## src/rtl/vslew_pkg.sv

```systemverilog
package vslew_pkg;

   typedef enum logic [1:0] {
      ST_IDLE   = 2'd0,
      ST_LEAD   = 2'd1,
      ST_RAMP   = 2'd2,
      ST_SETTLE = 2'd3
   } vslew_state_e;

endpackage

```

## src/rtl/vslew_timer.sv

```systemverilog
module vslew_timer #(
   parameter int CNT_W = 24
) (
   input  logic             clk,
   input  logic             rst_n,
   input  logic             load_i,
   input  logic [CNT_W-1:0] val_i,
   input  logic             run_i,
   output logic             expire_o
);

   logic [CNT_W-1:0] cnt_q;

   // a loaded value of 0 or 1 expires on the next run cycle
   assign expire_o = (cnt_q <= CNT_W'(1));

   always_ff @(posedge clk or negedge rst_n) begin
      if (!rst_n)
         cnt_q <= '0;
      else if (load_i)
         cnt_q <= val_i;
      else if (run_i && !expire_o)
         cnt_q <= cnt_q - CNT_W'(1);
   end

   // zero behaves as a single cycle
   p_zero_is_one_r10: assert property (@(posedge clk) disable iff (!rst_n)
      (load_i && val_i == '0) |=> expire_o);

endmodule

```

## src/rtl/vslew_code_reg.sv

```systemverilog
module vslew_code_reg #(
   parameter int CODE_W     = 9,
   parameter int RESET_CODE = 118
) (
   input  logic              clk,
   input  logic              rst_n,
   input  logic              step_up_i,
   input  logic              step_dn_i,
   output logic [CODE_W-1:0] code_o
);

   localparam logic [CODE_W-1:0] ONE  = CODE_W'(1);
   localparam logic [CODE_W-1:0] INIT = CODE_W'(RESET_CODE);

   if (RESET_CODE < 0 || RESET_CODE >= (1 << CODE_W)) begin : g_bad_reset
      $error("RESET_CODE does not fit in CODE_W bits");
   end

   always_ff @(posedge clk or negedge rst_n) begin
      if (!rst_n)
         code_o <= INIT;
      else if (step_up_i)
         code_o <= code_o + ONE;
      else if (step_dn_i)
         code_o <= code_o - ONE;
   end

   // both directions are never requested together
   p_one_dir_r4: assert property (@(posedge clk) disable iff (!rst_n)
      !(step_up_i && step_dn_i));

   // code moves by one unit at most per cycle
   p_unit_step_r4: assert property (@(posedge clk) disable iff (!rst_n)
      !$stable(code_o) |-> (code_o == $past(code_o) + ONE || code_o == $past(code_o) - ONE));

endmodule

```

## src/rtl/vslew_fsm.sv

```systemverilog
module vslew_fsm
   import vslew_pkg::*;
#(
   parameter int CODE_W     = 9,
   parameter int CNT_W      = 24,
   parameter int DLY_W      = 20,
   parameter int STEP_W     = 16,
   parameter int SETTLE_W   = 24,
   parameter int RESET_CODE = 118
) (
   input  logic                clk,
   input  logic                rst_n,
   input  logic                start_i,
   input  logic [CODE_W-1:0]   target_i,
   input  logic [CODE_W-1:0]   code_i,
   input  logic [DLY_W-1:0]    lead_up_i,
   input  logic [DLY_W-1:0]    lead_dn_i,
   input  logic [STEP_W-1:0]   step_i,
   input  logic [SETTLE_W-1:0] settle_i,
   input  logic                tmr_expire_i,
   output logic                tmr_load_o,
   output logic [CNT_W-1:0]    tmr_val_o,
   output logic                tmr_run_o,
   output logic                step_up_o,
   output logic                step_dn_o,
   output logic                busy_o,
   output logic                rect_en_o,
   output logic                bleed_en_o
);

   localparam logic [CODE_W-1:0] ONE = CODE_W'(1);

   vslew_state_e      state_q, state_d;
   logic [CODE_W-1:0] tgt_q, tgt_d, tgt_eff;
   logic              go_up, go_dn, last_step;
   logic [CNT_W-1:0]  up_ext, dn_ext, step_ext, settle_ext;

   assign up_ext     = CNT_W'(lead_up_i);
   assign dn_ext     = CNT_W'(lead_dn_i);
   assign step_ext   = CNT_W'(step_i);
   assign settle_ext = CNT_W'(settle_i);

   // a strobe in the same cycle takes effect for this cycle's decision
   assign tgt_eff   = start_i ? target_i : tgt_q;
   assign go_up     = (tgt_eff > code_i);
   assign go_dn     = (tgt_eff < code_i);
   assign last_step = (go_up && tgt_eff == code_i + ONE) ||
                      (go_dn && tgt_eff == code_i - ONE);

   always_comb begin
      state_d    = state_q;
      tgt_d      = tgt_q;
      tmr_load_o = 1'b0;
      tmr_val_o  = '0;
      tmr_run_o  = 1'b0;
      step_up_o  = 1'b0;
      step_dn_o  = 1'b0;
      unique case (state_q)
         ST_IDLE: begin
            if (start_i && go_up != go_dn) begin
               tgt_d      = target_i;
               state_d    = ST_LEAD;
               tmr_load_o = 1'b1;
               tmr_val_o  = go_up ? up_ext : dn_ext;
            end
         end
         ST_LEAD: begin
            if (start_i)
               tgt_d = target_i;
            tmr_run_o = 1'b1;
            if (tmr_expire_i) begin
               tmr_load_o = 1'b1;
               if (!go_up && !go_dn) begin
                  state_d   = ST_SETTLE;
                  tmr_val_o = settle_ext;
               end else begin
                  state_d   = ST_RAMP;
                  tmr_val_o = step_ext;
               end
            end
         end
         ST_RAMP: begin
            if (start_i)
               tgt_d = target_i;
            if (!go_up && !go_dn) begin
               state_d    = ST_SETTLE;
               tmr_load_o = 1'b1;
               tmr_val_o  = settle_ext;
            end else begin
               tmr_run_o = 1'b1;
               if (tmr_expire_i) begin
                  step_up_o  = go_up;
                  step_dn_o  = go_dn;
                  tmr_load_o = 1'b1;
                  if (last_step) begin
                     state_d   = ST_SETTLE;
                     tmr_val_o = settle_ext;
                  end else begin
                     tmr_val_o = step_ext;
                  end
               end
            end
         end
         ST_SETTLE: begin
            if (start_i && target_i != code_i) begin
               tgt_d      = target_i;
               state_d    = ST_RAMP;
               tmr_load_o = 1'b1;
               tmr_val_o  = step_ext;
            end else begin
               tmr_run_o = 1'b1;
               if (tmr_expire_i)
                  state_d = ST_IDLE;
            end
         end
         default: state_d = ST_IDLE;
      endcase
   end

   always_ff @(posedge clk or negedge rst_n) begin
      if (!rst_n) begin
         state_q <= ST_IDLE;
         tgt_q   <= CODE_W'(RESET_CODE);
      end else begin
         state_q <= state_d;
         tgt_q   <= tgt_d;
      end
   end

   assign busy_o     = (state_q != ST_IDLE);
   assign rect_en_o  = (state_q == ST_IDLE);
   assign bleed_en_o = (state_q == ST_RAMP) && (tgt_q < code_i);

   // an equal target leaves the block idle
   p_equal_ignored_r2: assert property (@(posedge clk) disable iff (!rst_n)
      (state_q == ST_IDLE && start_i && target_i == code_i) |=> rect_en_o);

   // the rectifier returns only out of the settle phase
   p_rect_after_settle_r6: assert property (@(posedge clk) disable iff (!rst_n)
      $rose(rect_en_o) |-> $past(state_q) == ST_SETTLE);

   // when idle the held target and the code agree
   p_idle_on_target_r6: assert property (@(posedge clk) disable iff (!rst_n)
      rect_en_o |-> tgt_q == code_i);

endmodule

```

## src/rtl/vslew_seq.sv

```systemverilog
module vslew_seq #(
   parameter int CODE_W     = 9,
   parameter int DLY_W      = 20,
   parameter int STEP_W     = 16,
   parameter int SETTLE_W   = 24,
   parameter int RESET_CODE = 118
) (
   input  logic                clk,
   input  logic                rst_n,
   input  logic                start_i,
   input  logic [CODE_W-1:0]   target_i,
   input  logic [DLY_W-1:0]    lead_up_i,
   input  logic [DLY_W-1:0]    lead_dn_i,
   input  logic [STEP_W-1:0]   step_i,
   input  logic [SETTLE_W-1:0] settle_i,
   output logic [CODE_W-1:0]   code_o,
   output logic                busy_o,
   output logic                rect_en_o,
   output logic                bleed_en_o
);

   localparam int W_A   = (DLY_W > STEP_W) ? DLY_W : STEP_W;
   localparam int CNT_W = (W_A > SETTLE_W) ? W_A : SETTLE_W;

   if (CODE_W < 2 || CODE_W > 16) begin : g_bad_code
      $error("CODE_W must lie in 2..16");
   end
   if (DLY_W < 1 || STEP_W < 1 || SETTLE_W < 1 || CNT_W > 32) begin : g_bad_cnt
      $error("interval widths must lie in 1..32");
   end

   logic             tmr_load, tmr_run, tmr_expire;
   logic [CNT_W-1:0] tmr_val;
   logic             step_up, step_dn;

   vslew_timer #(.CNT_W(CNT_W)) u_timer (
      .clk      (clk),
      .rst_n    (rst_n),
      .load_i   (tmr_load),
      .val_i    (tmr_val),
      .run_i    (tmr_run),
      .expire_o (tmr_expire)
   );

   vslew_code_reg #(.CODE_W(CODE_W), .RESET_CODE(RESET_CODE)) u_code (
      .clk       (clk),
      .rst_n     (rst_n),
      .step_up_i (step_up),
      .step_dn_i (step_dn),
      .code_o    (code_o)
   );

   vslew_fsm #(
      .CODE_W(CODE_W), .CNT_W(CNT_W), .DLY_W(DLY_W), .STEP_W(STEP_W),
      .SETTLE_W(SETTLE_W), .RESET_CODE(RESET_CODE)
   ) u_fsm (
      .clk          (clk),
      .rst_n        (rst_n),
      .start_i      (start_i),
      .target_i     (target_i),
      .code_i       (code_o),
      .lead_up_i    (lead_up_i),
      .lead_dn_i    (lead_dn_i),
      .step_i       (step_i),
      .settle_i     (settle_i),
      .tmr_expire_i (tmr_expire),
      .tmr_load_o   (tmr_load),
      .tmr_val_o    (tmr_val),
      .tmr_run_o    (tmr_run),
      .step_up_o    (step_up),
      .step_dn_o    (step_dn),
      .busy_o       (busy_o),
      .rect_en_o    (rect_en_o),
      .bleed_en_o   (bleed_en_o)
   );

   // the code moves only with the rectifier off and a move in progress
   p_move_rect_off_r4: assert property (@(posedge clk) disable iff (!rst_n)
      !$stable(code_o) |-> (!rect_en_o && busy_o));

   // while the bleeder is on, any code change is downward
   p_bleed_downward_r5: assert property (@(posedge clk) disable iff (!rst_n)
      (bleed_en_o && !$stable(code_o)) |-> code_o < $past(code_o));

   // the bleeder never runs with the rectifier enabled
   p_bleed_rect_off_r5: assert property (@(posedge clk) disable iff (!rst_n)
      bleed_en_o |-> !rect_en_o);

endmodule

```

## config.mk

```make
export PLATFORM = sky130hd
export DESIGN_NAME = vslew_seq
export DESIGN_NICKNAME = d
export VERILOG_FILES = /design/src/rtl/vslew_pkg.sv /design/src/rtl/vslew_timer.sv /design/src/rtl/vslew_code_reg.sv /design/src/rtl/vslew_fsm.sv /design/src/rtl/vslew_seq.sv
export SDC_FILE = /design/constraint.sdc
export NUM_CORES = 1
export LEC_CHECK = 0
export BUFFER_PORTS_ARGS = -buffer_cell sky130_fd_sc_hd__clkbuf_2
export CAP_MARGIN = 20
export CELL_PAD_IN_SITES_DETAIL_PLACEMENT = 1
export CELL_PAD_IN_SITES_GLOBAL_PLACEMENT = 1
export CORE_ASPECT_RATIO = 1.4
export CORE_MARGIN = 3
export CORE_UTILIZATION = 40
export DETAILED_ROUTE_END_ITERATION = 7
export HOLD_SLACK_MARGIN = 0.06
export MAX_ROUTING_LAYER = met4
export PLACE_DENSITY = 0.87
export SKIP_CTS_REPAIR_TIMING = 1
export SLEW_MARGIN = 0
export SYNTH_ARGS = -nofsm -noshare
export SYNTH_HDL_FRONTEND = slang
export SYNTH_SLANG_ARGS = --single-unit
```

## constraint.sdc

```tcl
create_clock -name clk -period 9 [get_ports clk]
set_input_delay 0.9 -clock clk [delete_from_list [all_inputs] [get_ports clk]]
set_output_delay 0.9 -clock clk [all_outputs]
set_load 0.1 [all_outputs]
```

# Word level (Yosys, flattened, before mapping)
# Index checks and enable logic that the tools add are counted.
op_classes:
  n_addsub: 3
  n_lt_le_gt_ge: 4
  eq_ne: 13
  n_mux: 40
  n_reduce_logical: 18
op_table:
  columns: ["op", "n"]
  rows:
  - ["two-way mux 24 bit", 8]
  - ["case mux 24 bit (4 select lines)", 1]
  - ["two-way mux 9 bit", 5]
  - ["case mux 9 bit (3 select lines)", 1]
  - ["<= comparator 24 x 1 -> 1 bit, second input constant", 1]
  - ["subtractor 24 x 1 -> 24 bit, second input constant", 1]
  - ["two-way mux 20 bit", 1]
  - ["== test 9 bit", 2]
  - ["less-than comparator 9 bit", 2]
  - ["two-way mux 16 bit", 1]
  - ["two-way mux 2 bit", 7]
  - ["two-way mux 1 bit", 13]
  - ["adder 9 x 1 -> 9 bit, second input constant", 1]
  - ["greater-than comparator 9 bit", 1]
  - ["!= test 9 bit", 1]
  - ["subtractor 9 x 1 -> 9 bit, second input constant", 1]
  - ["case mux 2 bit (4 select lines)", 1]
  - ["logical AND 1 bit", 7]
  - ["!= test 3 x 2 -> 1 bit, second input constant", 2]
  - ["nonzero test 2 bit", 3]
  - ["AND reduction 5 bit", 1]
  - ["== test 2 bit, second input constant", 2]
  - ["!= test 2 x 1 -> 1 bit, second input constant", 2]
  - ["case mux 1 bit (4 select lines)", 1]
  - ["other kinds (10)", 12]
word_totals:
  ff_bits: 44
  inputBits: 92
  output_inout_bits: 12
  elab_cells: 82

# Depth between registers and ports, before layout
depth:
  depth_word: 9
  mapped_depth: 15

# Cells and area by module
# Synthesis repeated with hierarchy kept, for this count alone.
hier_totals:
  hier_cells: 548
  hier_area_um2: 4730.8
by_module_without_submodules:
  columns: ["mod", "instances", "cells_per_inst", "area_per_inst_um2"]
  rows:
  - ["vslew_fsm", 1, 306, 2573.7]
  - ["vslew_timer", 1, 173, 1505.2]
  - ["vslew_code_reg", 1, 69, 651.9]

# Least setup slack after synthesis
# OpenSTA, ideal clock, no wires.
synth_timing:
  kind: "register to output"
  start: "reg u_code.code_o[2]"
  end: "out bleed_en_o"
  arrival_time_ns: 4.878
  setup_slack_ns: 3.222
  path_stages_with_launch: 11
  path_buffers: 1
  path_cell_list: "dfstp_2 > clkbuf_1 > inv_1 > ha_1 > a21o_1 > a21o_1 > a21o_1 > a21o_1 > a21o_1 > a21o_1 > a211oi_1"
synth_via:
  elab_chain_len: 2
synth_lines:
  columns: ["item", "line_no", "source"]
  rows:
  - ["from (decl)", "vslew_code_reg.sv:9", "output logic [CODE_W-1:0] code_o"]
  - ["from (signal assigned)", "vslew_code_reg.sv:23", "code_o <= code_o + ONE;"]
  - ["from (signal assigned)", "vslew_code_reg.sv:25", "code_o <= code_o - ONE;"]
  - ["less-than comparator 9 bit", "vslew_fsm.sv:132", "assign bleed_en_o = (state_q == ST_RAMP) && (tgt_q < code_i);"]
  - ["logical AND 1 bit", "vslew_fsm.sv:132", null]
  - ["to (decl)", "vslew_seq.sv:19", "output logic bleed_en_o"]
# No other way between the ends.

# Final worst setup path
layout_timing:
  start: "in start_i"
  end: "reg u_timer.cnt_q[12]"
layout_via:
  elab_chain_len: 9
  word_cells_on_any_way: 33
  classes_between: "order compare (2); eq/ne (3); mux (18); reduce/logical (10)"
layout_lines:
  columns: ["item", "line_no", "source"]
  rows:
  - ["from (decl)", "vslew_seq.sv:10", "input logic start_i,"]
  - ["two-way mux 9 bit", null, null]
  - ["greater-than comparator 9 bit, or another cell as far along", "vslew_fsm.sv:45", "assign go_up = (tgt_eff > code_i);"]
  - ["logical AND 1 bit (on tied branches)", "vslew_fsm.sv:47, vslew_fsm.sv:48", null]
  - ["logical OR 1 bit", "vslew_fsm.sv:47", "assign last_step = (go_up && tgt_eff == code_i + ONE) ||"]
  - ["two-way mux 24 bit", "vslew_fsm.sv:95", "if (last_step) begin"]
  - ["two-way mux 24 bit", "vslew_fsm.sv:91", "if (tmr_expire_i) begin"]
  - ["two-way mux 24 bit", "vslew_fsm.sv:85", "if (!go_up && !go_dn) begin"]
  - ["case mux 24 bit (4 select lines)", "vslew_fsm.sv:58", "unique case (state_q)"]
  - ["two-way mux 24 bit", "vslew_timer.sv:20", "else if (load_i)"]
  - ["to (signal assigned)", "vslew_timer.sv:21", "cnt_q <= val_i;"]
  - ["to (signal assigned)", "vslew_timer.sv:23", "cnt_q <= cnt_q - CNT_W'(1);"]
  - ["to (decl)", "vslew_timer.sv:12", "logic [CNT_W-1:0] cnt_q;"]
# Several ways; a longest one is shown, not always the timed one.
# A chain may end at the register's enable or synchronous reset.

==> impl_metrics.tcl <==
set metrics [dict create \
    synth_ff_type "dfrtp_1" \
    peakVddDrop_v 0.000204 \
    synth_seq_area_share_pct 26.1 \
    syn-num-nets 628 \
    cp-end-kind "flip-flop" \
    drt-total-wl_um 15300 \
    min_delay_path_depth 2 \
    std_cell_rows 44 \
    finalHoldViolCount 0 \
    r2r-end "u_timer.cnt_q[12]$_DFFE_PN0P_" \
    timing.rr.start "u_code.code_o[3]$_DFFE_PN0P_" \
    setup_viol 0 \
    fmax_mhz 216 \
    yosysTopAreaCellShare_pct 19.9 \
    hold_path.class "reg2reg" \
    finish.net_count 719 \
    cts.path.max_buffers 2 \
    syn-cell-area_mm2 0.00427 \
    setup_ws_ns 4.36 \
    clock_latency_ns 0.29 \
    gp_congestion 0.955 \
    synthTopCellsByArea "dfrtp_1, xnor2_1, ha_1" \
    grtUsageTotal_pct 27.5 \
    cp_slowest_cell "a41o_1" \
    worst-path-buf-inv 3 \
    slew_violations 0 \
    ios 104 \
    cts.htree.levels 2 \
    synth_edf_count 0 \
    final_util_pct 49.2 \
    cp_cell_sequence "clkbuf_2 > mux2i_1 > inv_1 > ha_1 > nand3b_1 > a21boi_0 > o211ai_1 > buf_4 > nor4_1 > a32o_1 > a41o_1 > a22oi_1 > o211ai_1" \
    synthCells 511 \
    cp.arrival_ns 4.85 \
    r2r_cells 11 \
    cp.required_ns 9.21 \
    drive_above_1_share_pct 25.0 \
    rsz0062_at_grt "false" \
    avgSynthCellArea_um2 8.35 \
    io_buffers 103 \
    critPathMaxFanout 21 \
    antenna_cells 0 \
    instances_no_fill 741 \
    viasPerCell 5.98 \
    ant_nets 0 \
    dp_hpwl_um 12200 \
    fill_cells 1283 \
    yosysTopAreaCell "dfrtp_1" \
    dieArea_mm2 0.0120 \
    synthToLayoutAreaGrowth_pct 20.1 \
    critPathMaxStageDelay_ns 0.75 \
    first_pass_iters 4 \
    grt_pass1_vias 4996 \
    power.density_mw_per_mm2 266 \
    finalClockSkew_ns 0.00836 \
    synth-seq-cells 44 \
    placed_area_mm2 0.00491 \
    dp_cells 733 \
    drt_iter0_drc 205 \
    synthTopCellsByCount "nor2_1, nand2_1, xnor2_1" \
    grt_first_pass_wirelength_um 25100 \
    critical_path_class "in2reg" \
    tns_ns 0 \
    wl_per_cell_um 20.7 \
    drc 0 \
    worst_pin_slew_ns 0.935 \
    whs_endpoint "u_code.code_o[1]$_DFFE_PN1P_" \
    initial_utilization_pct 41.0 \
    ys_warn_count 0 \
    grt_remaining_overflow 0 \
    hold_start "u_code.code_o[1]$_DFFE_PN1P_" \
    crit_path_start_kind "input pin" \
    period_share_pct 51.5 \
    cts_sinks 44 \
    maxCapViolations 0 \
    r2r_slack_ns 4.94 \
    slew_headroom_pct 37.4 \
    path_delay_family "compound AO/OA/AOI/OAI gates" \
    numCtsBuffers 5 \
    clockRootBuffer "clkbuf_16" \
    p_total_mw 1.36 \
    synthArstFlopShare_pct 100 \
    num_vias 4430 \
    grt_max_degree 45 \
    cts.clk_slew.worst_paths_ns 0.07 \
    final_design_area_no_fill_mm2 0.00512 \
    holdWs_ns 0.552 \
    yosysUniqueCellTypes 72 \
    die_h_um 128 \
    synth.most_common_cell "nor2_1" \
    finalCriticalPeriod_ns 4.64 \
    setup.worst_path.start "start_i" \
    antenna_found_initial 0 \
    die_w_um 93.3 \
    outcome "finished clean" \
    cts_tree "yes" \
    cpMostUsedCell "o211ai_1" \
    core-area_mm2 0.0104 \
    p_leak_nw 2.27 \
    pre_cts_ws_ns 4.08 \
]
cells in the final DEF, fill, tap and decap left out, drive strengths merged, types with 3 or more instances in the layout:
cell type,instances
a211o,4
a211oi,3
a21o,13
a21oi,25
a221o,6
a22oi,6
a31oi,5
and2,4
and3,8
and4,4
buf,6
bufinv,3
clkbuf,108
dfrtp,34
dfstp,10
ha,25
inv,22
mux2,11
mux2i,21
nand2,40
nand2b,4
nand3,20
nand3b,3
nand4,5
nor2,42
nor3,16
nor4,11
o211ai,8
o21ai,20
o22ai,8
o31a,3
o31ai,4
or2,3
or3,9
or4,3
xnor2,40
xor2,10
per-layer routing:
| layer | part of all wire (%) | track usage [%] |
|---|---|---|
| met2 | 53 | 49.6 |
| met5 | 0 | - |
| met1 | 38 | 29.1 |
| met3 | 4.3 | 3.23 |
| met4 | 4.8 | 14.2 |
cell families (layout without fill, tap and decap cells):
| kind of cell | after synthesis | after routing | share of synthesized area, % |
|---|---|---|---|
| fa+ha+maj | 26 | 26 | 7.57 |
| xor+xnor | 51 | 51 | 10.8 |
| compound gates | 132 | 132 | 21.9 |
| mux | 32 | 32 | 7.83 |
| simple gates | 178 | 178 | 21.5 |
| flops | 44 | 44 | 26.1 |
| buf+inv | 48 | 140 | 4.28 |
power by group:
group	total, mW	internal [mW]	switching (mW)	leakage, nW
Combinational	0.736	0.292	0.444	1.65
Sequential	0.356	0.276	0.0795	0.518
Clock	0.270	0.187	0.0826	0.104
Total	1.36	0.756	0.606	2.27
flip-flops by register name, summed over array words and instances (netlist names):
signal         cells
u_timer.cnt_q     24
u_code.code_o      9
u_fsm.tgt_q        9
u_fsm.state_q      2
layout make-up:
| class | instances | area [um2] | share of cell area (%) |
|---|---|---|---|
| well taps | 138 | 173 | 3.37 |
| inverters | 23 | 86.3 | 1.69 |
| clock inverters | 3 | 90.1 | 1.76 |
| multi-input cells | 419 | 2970 | 58.0 |
| flip-flops and latches | 44 | 1110 | 21.7 |
| clock buffers | 5 | 125 | 2.44 |
| repair buffers | 109 | 564 | 11.0 |
worst max-delay path by stage:
stage                               endpoint  depth (start not counted)
2_1_floorplan                     bleed_en_o                         10
4_1_cts        u_timer.cnt_q[12]$_DFFE_PN0P_                         13
5_1_grt        u_timer.cnt_q[14]$_DFFE_PN0P_                         13
3_5_place_dp   u_timer.cnt_q[12]$_DFFE_PN0P_                         13
6_report       u_timer.cnt_q[12]$_DFFE_PN0P_                         13
3_3_place_gp   u_timer.cnt_q[11]$_DFFE_PN0P_                         13
worst reg2reg max path, cell delays in order (launching register included):
cell,delay [ns]
dfrtp_1,0.68
inv_1,0.31
ha_1,0.36
and4_1,0.24
a21boi_0,0.37
o211ai_1,0.13
buf_4,0.21
nor4_1,0.29
a32o_1,0.29
a41o_1,0.75
a22oi_1,0.22
o211ai_1,0.14
Power figures use the tool's default switching activity.
